==> config.mk <==
export PLATFORM = sky130hd
export DESIGN_NAME = tlb_asid_ring
export DESIGN_NICKNAME = d
export VERILOG_FILES = /design/src/rtl/tlb_pkg.sv /design/src/rtl/tlb_ring_map.sv /design/src/rtl/tlb_way.sv /design/src/rtl/tlb_asid_ring.sv
export SDC_FILE = /design/constraint.sdc
export NUM_CORES = 1
export LEC_CHECK = 0
export BUFFER_PORTS_ARGS = -buffer_cell sky130_fd_sc_hd__buf_2
export CORE_MARGIN = 2
export CORE_UTILIZATION = 55
export CTS_CLUSTER_DIAMETER = 200
export CTS_CLUSTER_SIZE = 10
export DETAILED_ROUTE_END_ITERATION = 7
export GPL_TIMING_DRIVEN = 0
export PLACE_DENSITY = 0.73
export SLEW_MARGIN = 10
export SYNTH_ARGS = -nofsm -noshare
export SYNTH_HDL_FRONTEND = slang
export SYNTH_SLANG_ARGS = --single-unit
==> constraint.sdc <==
create_clock -name clk -period 6.95 [get_ports clk]
set_input_delay 1.39 -clock clk [delete_from_list [all_inputs] [get_ports clk]]
set_output_delay 1.39 -clock clk [all_outputs]
set_load 0.1 [all_outputs]
==> src/rtl/tlb_pkg.sv <==
package tlb_pkg;
  typedef enum logic [5:0] {
    C_NONE    = 6'd0,
    C_I_MISS  = 6'd16,
    C_I_MULTI = 6'd17,
    C_I_PRIV  = 6'd18,
    C_D_MISS  = 6'd24,
    C_D_MULTI = 6'd25,
    C_D_PRIV  = 6'd26
  } cause_e;
endpackage

==> src/rtl/tlb_ring_map.sv <==
module tlb_ring_map (
  input  logic [31:0] rid,
  input  logic [7:0]  asid,
  output logic        found,
  output logic [1:0]  ring
);
  // Search from ring 3 down so the lowest matching ring wins.
  always_comb begin
    found = 1'b0;
    ring  = 2'd0;
    for (int i = 3; i >= 0; i--) begin
      if (rid[i*8 +: 8] == asid) begin
        found = 1'b1;
        ring  = 2'(i);
      end
    end
  end
endmodule

==> src/rtl/tlb_way.sv <==
module tlb_way #(
  parameter int ENTRIES  = 4,
  parameter bit VARIABLE = 1'b0,
  parameter int IDX_W    = $clog2(ENTRIES)
) (
  input  logic        clk,
  input  logic        rst,
  input  logic [1:0]  size,
  input  logic [31:0] lk_addr,
  input  logic        wr_en,
  input  logic [31:0] wr_vaddr,
  input  logic [31:0] wr_pte,
  input  logic [7:0]  wr_asid,
  output logic        lk_match,
  output logic [7:0]  lk_asid,
  output logic [31:0] lk_ppn,
  output logic [3:0]  lk_attr,
  output logic [2:0]  lk_idx,
  output logic [31:0] page_mask
);
  logic [31:0] tag_m  [ENTRIES];
  logic [31:0] ppn_m  [ENTRIES];
  logic [3:0]  attr_m [ENTRIES];
  logic [7:0]  asid_m [ENTRIES];
  logic [4:0]  base;
  logic [IDX_W-1:0] ridx, widx;

  always_comb begin
    page_mask = VARIABLE ? (32'hFFF0_0000 << {size, 1'b0}) : 32'hFFFF_F000;
    base      = VARIABLE ? (5'd20 + {2'b00, size, 1'b0}) : 5'd12;
    ridx      = IDX_W'(lk_addr >> base);
    widx      = IDX_W'(wr_vaddr >> base);
  end

  // Tag, page and attribute storage carry no reset (RAM-friendly).
  always_ff @(posedge clk) begin
    if (wr_en) begin
      tag_m[widx]  <= wr_vaddr & page_mask;
      ppn_m[widx]  <= wr_pte & page_mask;
      attr_m[widx] <= wr_pte[3:0];
    end
  end

  // ASID 0 marks an empty entry, so only this array is reset.
  always_ff @(posedge clk) begin
    if (rst) begin
      for (int i = 0; i < ENTRIES; i++) asid_m[i] <= 8'd0;
    end else if (wr_en) begin
      asid_m[widx] <= wr_asid;
    end
  end

  always_comb begin
    lk_asid  = asid_m[ridx];
    lk_ppn   = ppn_m[ridx];
    lk_attr  = attr_m[ridx];
    lk_idx   = 3'(ridx);
    lk_match = (lk_asid != 8'd0) && (tag_m[ridx] == (lk_addr & page_mask));
  end
endmodule

==> src/rtl/tlb_asid_ring.sv <==
module tlb_asid_ring #(
  parameter int          REFILL_ENTRIES = 16,
  parameter int          VAR_ENTRIES    = 4,
  parameter logic [4:0]  WAY_FIXED      = 5'b00000,
  parameter logic [31:0] RID_RESET      = 32'h0403_0201
) (
  input  logic        clk,
  input  logic        rst,
  input  logic [1:0]  w4_size,
  input  logic        lk_valid,
  input  logic [31:0] lk_addr,
  input  logic        lk_data,
  input  logic [1:0]  lk_ring,
  input  logic        wr_en,
  input  logic        wr_auto,
  input  logic [2:0]  wr_way,
  input  logic [31:0] wr_vaddr,
  input  logic [31:0] wr_pte,
  input  logic        rid_we,
  input  logic [31:0] rid_wdata,
  output logic [31:0] rid_q,
  output logic        wr_err,
  output logic        rs_valid,
  output logic [5:0]  rs_cause,
  output logic [2:0]  rs_way,
  output logic [2:0]  rs_entry,
  output logic [1:0]  rs_ring,
  output logic [31:0] rs_paddr,
  output logic [3:0]  rs_attr
);
  import tlb_pkg::*;

  localparam int NUM_REFILL = 4;
  localparam int NUM_WAYS   = NUM_REFILL + 1;
  localparam int RF_PER_WAY = REFILL_ENTRIES / NUM_REFILL;

  logic [31:0] ppn_a  [NUM_WAYS];
  logic [31:0] mask_a [NUM_WAYS];
  logic [7:0]  asid_a [NUM_WAYS];
  logic [3:0]  attr_a [NUM_WAYS];
  logic [2:0]  idx_a  [NUM_WAYS];
  logic [1:0]  ring_a [NUM_WAYS];
  logic [NUM_WAYS-1:0] match_a, found_a, hit_a, wen_a;

  logic [1:0]  rr_q;
  logic [2:0]  tgt;
  logic        wr_ok;
  logic [7:0]  wr_asid;
  logic [31:0] rid_next;

  // Write target and ASID selection
  always_comb begin
    tgt   = wr_auto ? {1'b0, rr_q + 2'd1} : wr_way;
    wr_ok = 1'b0;
    for (int w = 0; w < NUM_WAYS; w++)
      if (tgt == 3'(w) && !WAY_FIXED[w]) wr_ok = 1'b1;
    wr_asid  = rid_q[{wr_pte[5:4], 3'b000} +: 8];
    rid_next = rid_wdata;
    rid_next[7:0] = 8'h01;
  end

  generate
    for (genvar w = 0; w < NUM_WAYS; w++) begin : g_way
      assign wen_a[w] = wr_en && wr_ok && (tgt == 3'(w));
      tlb_way #(
        .ENTRIES (w < NUM_REFILL ? RF_PER_WAY : VAR_ENTRIES),
        .VARIABLE(w >= NUM_REFILL)
      ) u_way (
        .clk      (clk),
        .rst      (rst),
        .size     (w4_size),
        .lk_addr  (lk_addr),
        .wr_en    (wen_a[w]),
        .wr_vaddr (wr_vaddr),
        .wr_pte   (wr_pte),
        .wr_asid  (wr_asid),
        .lk_match (match_a[w]),
        .lk_asid  (asid_a[w]),
        .lk_ppn   (ppn_a[w]),
        .lk_attr  (attr_a[w]),
        .lk_idx   (idx_a[w]),
        .page_mask(mask_a[w])
      );
      tlb_ring_map u_ring (
        .rid  (rid_q),
        .asid (asid_a[w]),
        .found(found_a[w]),
        .ring (ring_a[w])
      );
      assign hit_a[w] = match_a[w] && found_a[w];
    end
  endgenerate

  // Hit resolution
  int unsigned sel;
  cause_e      cause_c;
  logic [31:0] paddr_c;
  logic        one_hit;

  always_comb begin
    sel = 0;
    for (int w = 0; w < NUM_WAYS; w++) if (hit_a[w]) sel = w;
    one_hit = ($countones(hit_a) == 1);
    paddr_c = 32'd0;
    if (hit_a == '0)
      cause_c = lk_data ? C_D_MISS : C_I_MISS;
    else if (!one_hit)
      cause_c = lk_data ? C_D_MULTI : C_I_MULTI;
    else if (ring_a[sel] < lk_ring)
      cause_c = lk_data ? C_D_PRIV : C_I_PRIV;
    else begin
      cause_c = C_NONE;
      paddr_c = ppn_a[sel] | (lk_addr & ~mask_a[sel]);
    end
  end

  always_ff @(posedge clk) begin
    if (rst) begin
      rid_q    <= RID_RESET;
      rr_q     <= 2'd0;
      wr_err   <= 1'b0;
      rs_valid <= 1'b0;
      rs_cause <= 6'd0;
      rs_way   <= 3'd0;
      rs_entry <= 3'd0;
      rs_ring  <= 2'd0;
      rs_paddr <= 32'd0;
      rs_attr  <= 4'd0;
    end else begin
      if (rid_we) rid_q <= rid_next;
      if (wr_en && wr_auto) rr_q <= rr_q + 2'd1;
      wr_err   <= wr_en && !wr_ok;
      rs_valid <= lk_valid;
      if (lk_valid) begin
        rs_cause <= cause_c;
        rs_paddr <= paddr_c;
        rs_way   <= one_hit ? 3'(sel) : 3'd0;
        rs_entry <= one_hit ? idx_a[sel] : 3'd0;
        rs_ring  <= one_hit ? ring_a[sel] : 2'd0;
        rs_attr  <= one_hit ? attr_a[sel] : 4'd0;
      end
    end
  end
endmodule

==> results.cfg, run 1 <==
[power]
ir_drop_v = 0.000200
power_mw = 13.7
p_leak_nw = 17.3
powerDensity_nw_per_um2 = 268

[clock_tree]
clk_latency_ns = 0.71
cts_buffer_depth = 3
cts-hold-fix-buffers = 0
cts_root_buf = clkbuf_16
cts_made_buffers = 115
cts_tree = built
htree_levels = 3
clock_sinks = 1051
path_clk_slew_ns = 0.06

[sta]
slew_violations = 0
fmax_mhz = 146
layout_setup_ws_ns = 0.0930
hold_viol = 0
skew_ns = 0.0718
slew_headroom = 0.0831
setup-violations-final = 0
period_needed_ns = 6.86
timing.final.crit_share = 0.987
hold_ws_ns = 0.466
tightest_slew_ns = 1.38

[detailed_routing]
drtIter0Drc = 3406
drc = 0
vias_per_cell = 6.43
firstDrtPassIters = 6
highest_layer = met5
wl_per_cell_um = 31.0
met2_length_um = 60200
totalWireLength_um = 127000
antenna_left = 0
wl_met3_um = 13400
wl_met1_um = 47600
vias = 26400

[cells_and_area]
postLayoutCellArea_um2 = 51300
seqCellArea_um2 = 30800
multiInputGateArea_um2 = 12800
drive_gt1_frac = 0.218
syn_to_final_growth_pct = 15.5
fillers = 5465
nets = 3114

[outcome]
status = finished clean

[worst_setup_path]
r2r-start = g_way[3].u_way.asid_m[1][6]$_SDFFCE_PN0P_
worst-path-buf-inv = 9
path_cells = buf_2, buf_4, buf_6, buf_2, clkbuf_4, mux4_2, xor2_1, nor3_1, nor4b_1, nand4_1, buf_4, a211oi_2, nor2_1, clkbuf_2, a311oi_1, o21ai_0, o21a_1, ha_1, nor2b_1, a311oi_2, nor2b_1, buf_6, buf_6, a22o_1
r2r_cells = 17
cp_max_fo = 10
critPathRequiredTime_ns = 7.54
start_kind = input port
crit_top_cell = buf_6
slowest_stage = a311oi_2
critPathTopFamily = buffers and inverters
setup.worst_path.start = lk_addr[13]
path_class = in -> reg
crit_arrival_ns = 7.44
cp-end-kind = flop
cp.depth = 24
cpPeakStageDelay_ns = 0.46

[die]
start_util = 0.553
die_y_um = 288
die_area_um2 = 83100
fp.coreArea_um2 = 80300
die_w_um = 288
io_pins = 226
rows = 104

[logic_synthesis]
netlist_instances = 2636
syn-cell-area_um2 = 44400
yosys_warnings = 0
ys_ff_latch = 1051
synth-edff-count = 976
async_reset_ff_frac = 0
yosysMostFrequentCell = edfxtp_1
ys_types = 80
synth_area_leaders = edfxtp_1, mux4_2, mux2i_1
synth_ff_type = edfxtp_1
syn_area_per_cell_um2 = 16.9
post-synth-top-area-fraction = 0.660
yosys-top-cells-count = edfxtp_1, nor2_1, mux4_2
ys_seq_area_frac = 0.694
yosys.area.top_type = edfxtp_1

[placement]
placed_cell_area_um2 = 47600
dpl_worst_slack_ns = -3.00
hpwl_um = 88200
numPortBuffers = 166
gp_congestion = 0.948

[hold_path]
worstHoldStart = rs_paddr[19]$_SDFFE_PP0P_
hold_depth = 2
hold_path.class = reg -> reg

[grt]
grt_pass1_vias = 26700
antenna_found_initial = 10
grt_use_total = 0.307
grt_pass1_wl_um = 182000
grt_max_degree = 23
overflow = 0

[job]
cap_violations = 0
## tightest hold or removal path: cells and delay by family (launching register included)
family             cells  cell delay [ns]
and+or+nand+nor        1             0.05
AOI/OAI and AO/OA      1             0.05
DFF                    1             0.31
## sequential cells by signal, summed over array words and instances (netlist names)
| signal | count |
|---|---|
| rr_q | 2 |
| g_way.u_way.tag_m | 368 |
| g_way.u_way.attr_m | 80 |
| rs_way | 3 |
| rs_cause | 4 |
| g_way.u_way.ppn_m | 368 |
| rs_attr | 4 |
| rs_ring | 2 |
| g_way.u_way.asid_m | 160 |
| wr_err | 1 |
| rid_q | 24 |
| rs_entry | 2 |
| rs_paddr | 32 |
| rs_valid | 1 |
## through the flow
stage | std cells | utilization | setup TNS (ns)
final | 4109 | 0.639 | 0
after detailed placement | 3907 | 0.593 | -125.24
after global placement | 3871 | 0.581 | -291.56
after CTS | 4103 | 0.638 | 0
after floorplan | 2645 | - | 0
after global routing | 4106 | 0.639 | -0.0255
## report_power, final
group | internal (mW) | switching (mW) | leakage (nW)
sequential | 7.02 | 0.0383 | 9.56
clock | 3.09 | 2.41 | 1.58
combinational | 0.406 | 0.776 | 6.16
## path summary, 6_finish.rpt
kind	slack, ns	end
setup / recovery	0.09	rs_paddr[23]$_SDFFE_PP0P_
setup reg to reg	1.35	rs_paddr[23]$_SDFFE_PP0P_
hold reg to reg	0.47	rs_paddr[19]$_SDFFE_PP0P_
hold / removal	0.47	rs_paddr[19]$_SDFFE_PP0P_
## cell type report
cell class	count	share of cell area
antenna	5	0.000244
inverter	45	0.00329
tap	1060	0.0258
sequential	1051	0.600
clock inverter	7	0.00315
buffer	178	0.0231
clock buffer	187	0.0618
multi-input combinational	1370	0.249
timing repair buffer	206	0.0332
## placed cells by master (no fill, tap or decap), types with 8 or more instances in the layout
cell	instances
buf_16	17
dfxtp_1	75
a211oi_1	13
mux4_1	14
nor3_1	35
and2_1	18
a32o_1	10
xor2_1	77
inv_1	44
nand2_1	111
nor2_4	20
buf_1	18
a21oi_1	24
clkbuf_16	116
and3_1	8
nand2b_1	8
nor2_1	187
or2_2	11
buf_6	19
nor2b_1	14
o21ai_0	35
clkbuf_1	152
a22oi_1	11
xnor2_1	135
mux4_2	184
nand3_1	22
nand4_1	30
buf_4	22
buf_2	180
a22o_1	24
edfxtp_1	976
nor4b_1	8
o21ai_1	21
mux2i_1	172
nor4_1	36
conb_1	11
mux2_2	18
buf_12	28
## what timing repair did
| action | CTS | global route |
|---|---|---|
| buffers inserted | 3 | 1 |
| setup endpoints to repair | 47 | 34 |
| gates cloned | 0 | 0 |
| gates resized for setup | 58 | 31 |
| pin swaps | 4 | 3 |
## per-layer routing
layer | track usage | vias up
met3 | 0.0617 | 323
met1 | 0.417 | 13500
met5 | 0 | -
li1 | - | 10900
met2 | 0.486 | 1642
met4 | 0.138 | 14
## cells by family (layout without fill, tap and decap cells)
kind of cell,count (synthesis),in the layout,synth area share
buffers and inverters,224,623,0.0257
multiplexers,389,389,0.145
adder cells (fa/ha/maj),5,5,0.00175
flip-flops,1051,1051,0.694
other,2,16,0.000169
XOR/XNOR,213,213,0.0420
AND/OR/NAND/NOR,546,546,0.0588
AO/OA/AOI/OAI,206,206,0.0330
Power figures use the tool's default switching activity.
==> inputs of run 2 (changes only) <==
SETUP_SLACK_MARGIN = 0.2   (was default)
==> run 2 against run 1 <==
Effect of this change:
- worst hold slack got worse by 0.011 ns
- critical path depth rose by 1
- via count rose by 0.34%
- die area did not move
- clock power barely moved
==> results.cfg, run 2 (same netlist as run 1, synthesis figures left out) <==
[die]
io_pins = 226
die_w_um = 288
die_y_um = 288
die_area_um2 = 83100
rows = 104
fp.coreArea_um2 = 80300
start_util = 0.553

[placement]
dpl_worst_slack_ns = -2.63
numPortBuffers = 166
placed_cell_area_um2 = 47700
hpwl_um = 87100
gp_congestion = 0.942

[clock_tree]
clk_latency_ns = 0.70
clock_sinks = 1051
cts_root_buf = clkbuf_16
cts_tree = built
cts_buffer_depth = 3
htree_levels = 3
path_clk_slew_ns = 0.05
cts_made_buffers = 115

[worst_setup_path]
crit_top_cell = buf_6
crit_arrival_ns = 7.34
critPathRequiredTime_ns = 7.58
cp-end-kind = flop
setup.worst_path.start = lk_addr[13]
path_class = in -> reg
slowest_stage = fa_1
r2r-start = g_way[3].u_way.tag_m[1][8]$_DFFE_PP_
start_kind = input port
cp_max_fo = 10
cpPeakStageDelay_ns = 0.57

[detailed_routing]
drc = 0
wl_met1_um = 47300
wl_met3_um = 14000
totalWireLength_um = 128000
highest_layer = met5
firstDrtPassIters = 6
vias = 26500
vias_per_cell = 6.44
drtIter0Drc = 3751
antenna_left = 0
met2_length_um = 60500
wl_per_cell_um = 31.0

[sta]
slew_violations = 0
skew_ns = 0.0386
timing.final.crit_share = 0.965
setup-violations-final = 0
layout_setup_ws_ns = 0.243
hold_viol = 0
fmax_mhz = 149
rsz0062_at_grt = false
tightest_slew_ns = 1.31
period_needed_ns = 6.71
slew_headroom = 0.120
hold_ws_ns = 0.454

[power]
ir_drop_v = 0.000229
p_leak_nw = 17.4
powerDensity_nw_per_um2 = 268

[outcome]
status = finished clean

[grt]
overflow = 0
grt_pass1_vias = 26400
antenna_found_initial = 13
grt_pass1_wl_um = 182000
grt_max_degree = 25
grt_use_total = 0.308

[cells_and_area]
multiInputGateArea_um2 = 12800
most-common-layout-cells = edfxtp_1, nor2_1, mux4_2, buf_2, mux2i_1
seqCellArea_um2 = 30800
nets = 3122
final_common_cell = edfxtp_1
postLayoutCellArea_um2 = 51500
fillers = 5424
drive_gt1_frac = 0.222
syn_to_final_growth_pct = 16.0
top_regs = g_way.u_way.ppn_m: 368 flops, g_way.u_way.tag_m: 368 flops, g_way.u_way.asid_m: 160 flops

[hold_path]
worstHoldStart = rs_paddr[19]$_SDFFE_PP0P_
hold_path.class = reg -> reg

[job]
cap_violations = 0
[run 2: cell types whose count changed in the layout (fill, tap and decap cells not counted), sizes merged]
cell    change
buf        +13
clkbuf      -1
clkinv      -2
diode       -1
inv         +2
[run 2: cell type report]
type | count | share of cell area
antenna | 4 | 0.000194
buffer | 179 | 0.0244
clock buffer | 191 | 0.0618
clock inverter | 7 | 0.00306
inverter | 45 | 0.00328
multi-input combinational | 1370 | 0.249
sequential | 1051 | 0.598
tap | 1060 | 0.0257
timing repair buffer | 213 | 0.0345
[run 2: path summary, 6_finish.rpt]
path / slack (ns) / depth (start not counted) / endpoint
worst min-delay path: 0.45 / 2 / rs_paddr[19]$_SDFFE_PP0P_
worst min register to register: 0.45 / 2 / rs_paddr[19]$_SDFFE_PP0P_
worst max register to register: 1.51 / 19 / rs_paddr[25]$_SDFFE_PP0P_
worst max-delay path: 0.24 / 25 / rs_paddr[29]$_SDFFE_PP0P_
[run 2: what timing repair did]
action,4_1_cts,5_1_grt
gates cloned,0,0
pin swaps,5,7
buffers inserted,5,6
hold buffers,0,0
gates resized for setup,64,41
setup endpoints to repair,47,34
[run 2: through the flow]
| stage | instances | TNS, ns | utilization | power, mW |
|---|---|---|---|---|
| 6_report | 4120 | 0 | 0.642 | 13.8 |
| 5_1_grt | 4118 | 0 | 0.642 | 14.1 |
| 4_1_cts | 4110 | 0 | 0.639 | 13.8 |
| 3_5_place_dp | 3907 | -107.25 | 0.594 | 8.33 |
| 3_3_place_gp | 3871 | -200.75 | 0.581 | 8.28 |
| 2_1_floorplan | 2645 | 0 | - | 7.91 |
[run 2: power by group]
| part | internal (mW) | total, mW | switching, mW | leakage (nW) |
|---|---|---|---|---|
| clock | 3.11 | 5.54 | 2.43 | 1.58 |
| combinational | 0.414 | 1.19 | 0.777 | 6.26 |
| sequential | 7.02 | 7.06 | 0.0394 | 9.56 |
| total | 10.5 | 13.8 | 3.25 | 17.4 |
[run 2: critical path: cells and delay by family]
family | cells | cell delay (ns)
fa+ha+maj | 3 | 1.36
simple gates | 5 | 1.20
mux | 1 | 0.33
buf+inv | 12 | 2.34
xor+xnor | 1 | 0.17
compound gates | 3 | 0.50
[run 2: layer usage]
layer  GRT usage  vias to the layer above
li1            -                    10900
met1       0.412                    13400
met2       0.489                     1803
met3      0.0720                      334
met4       0.133                       16
met5           0                        -
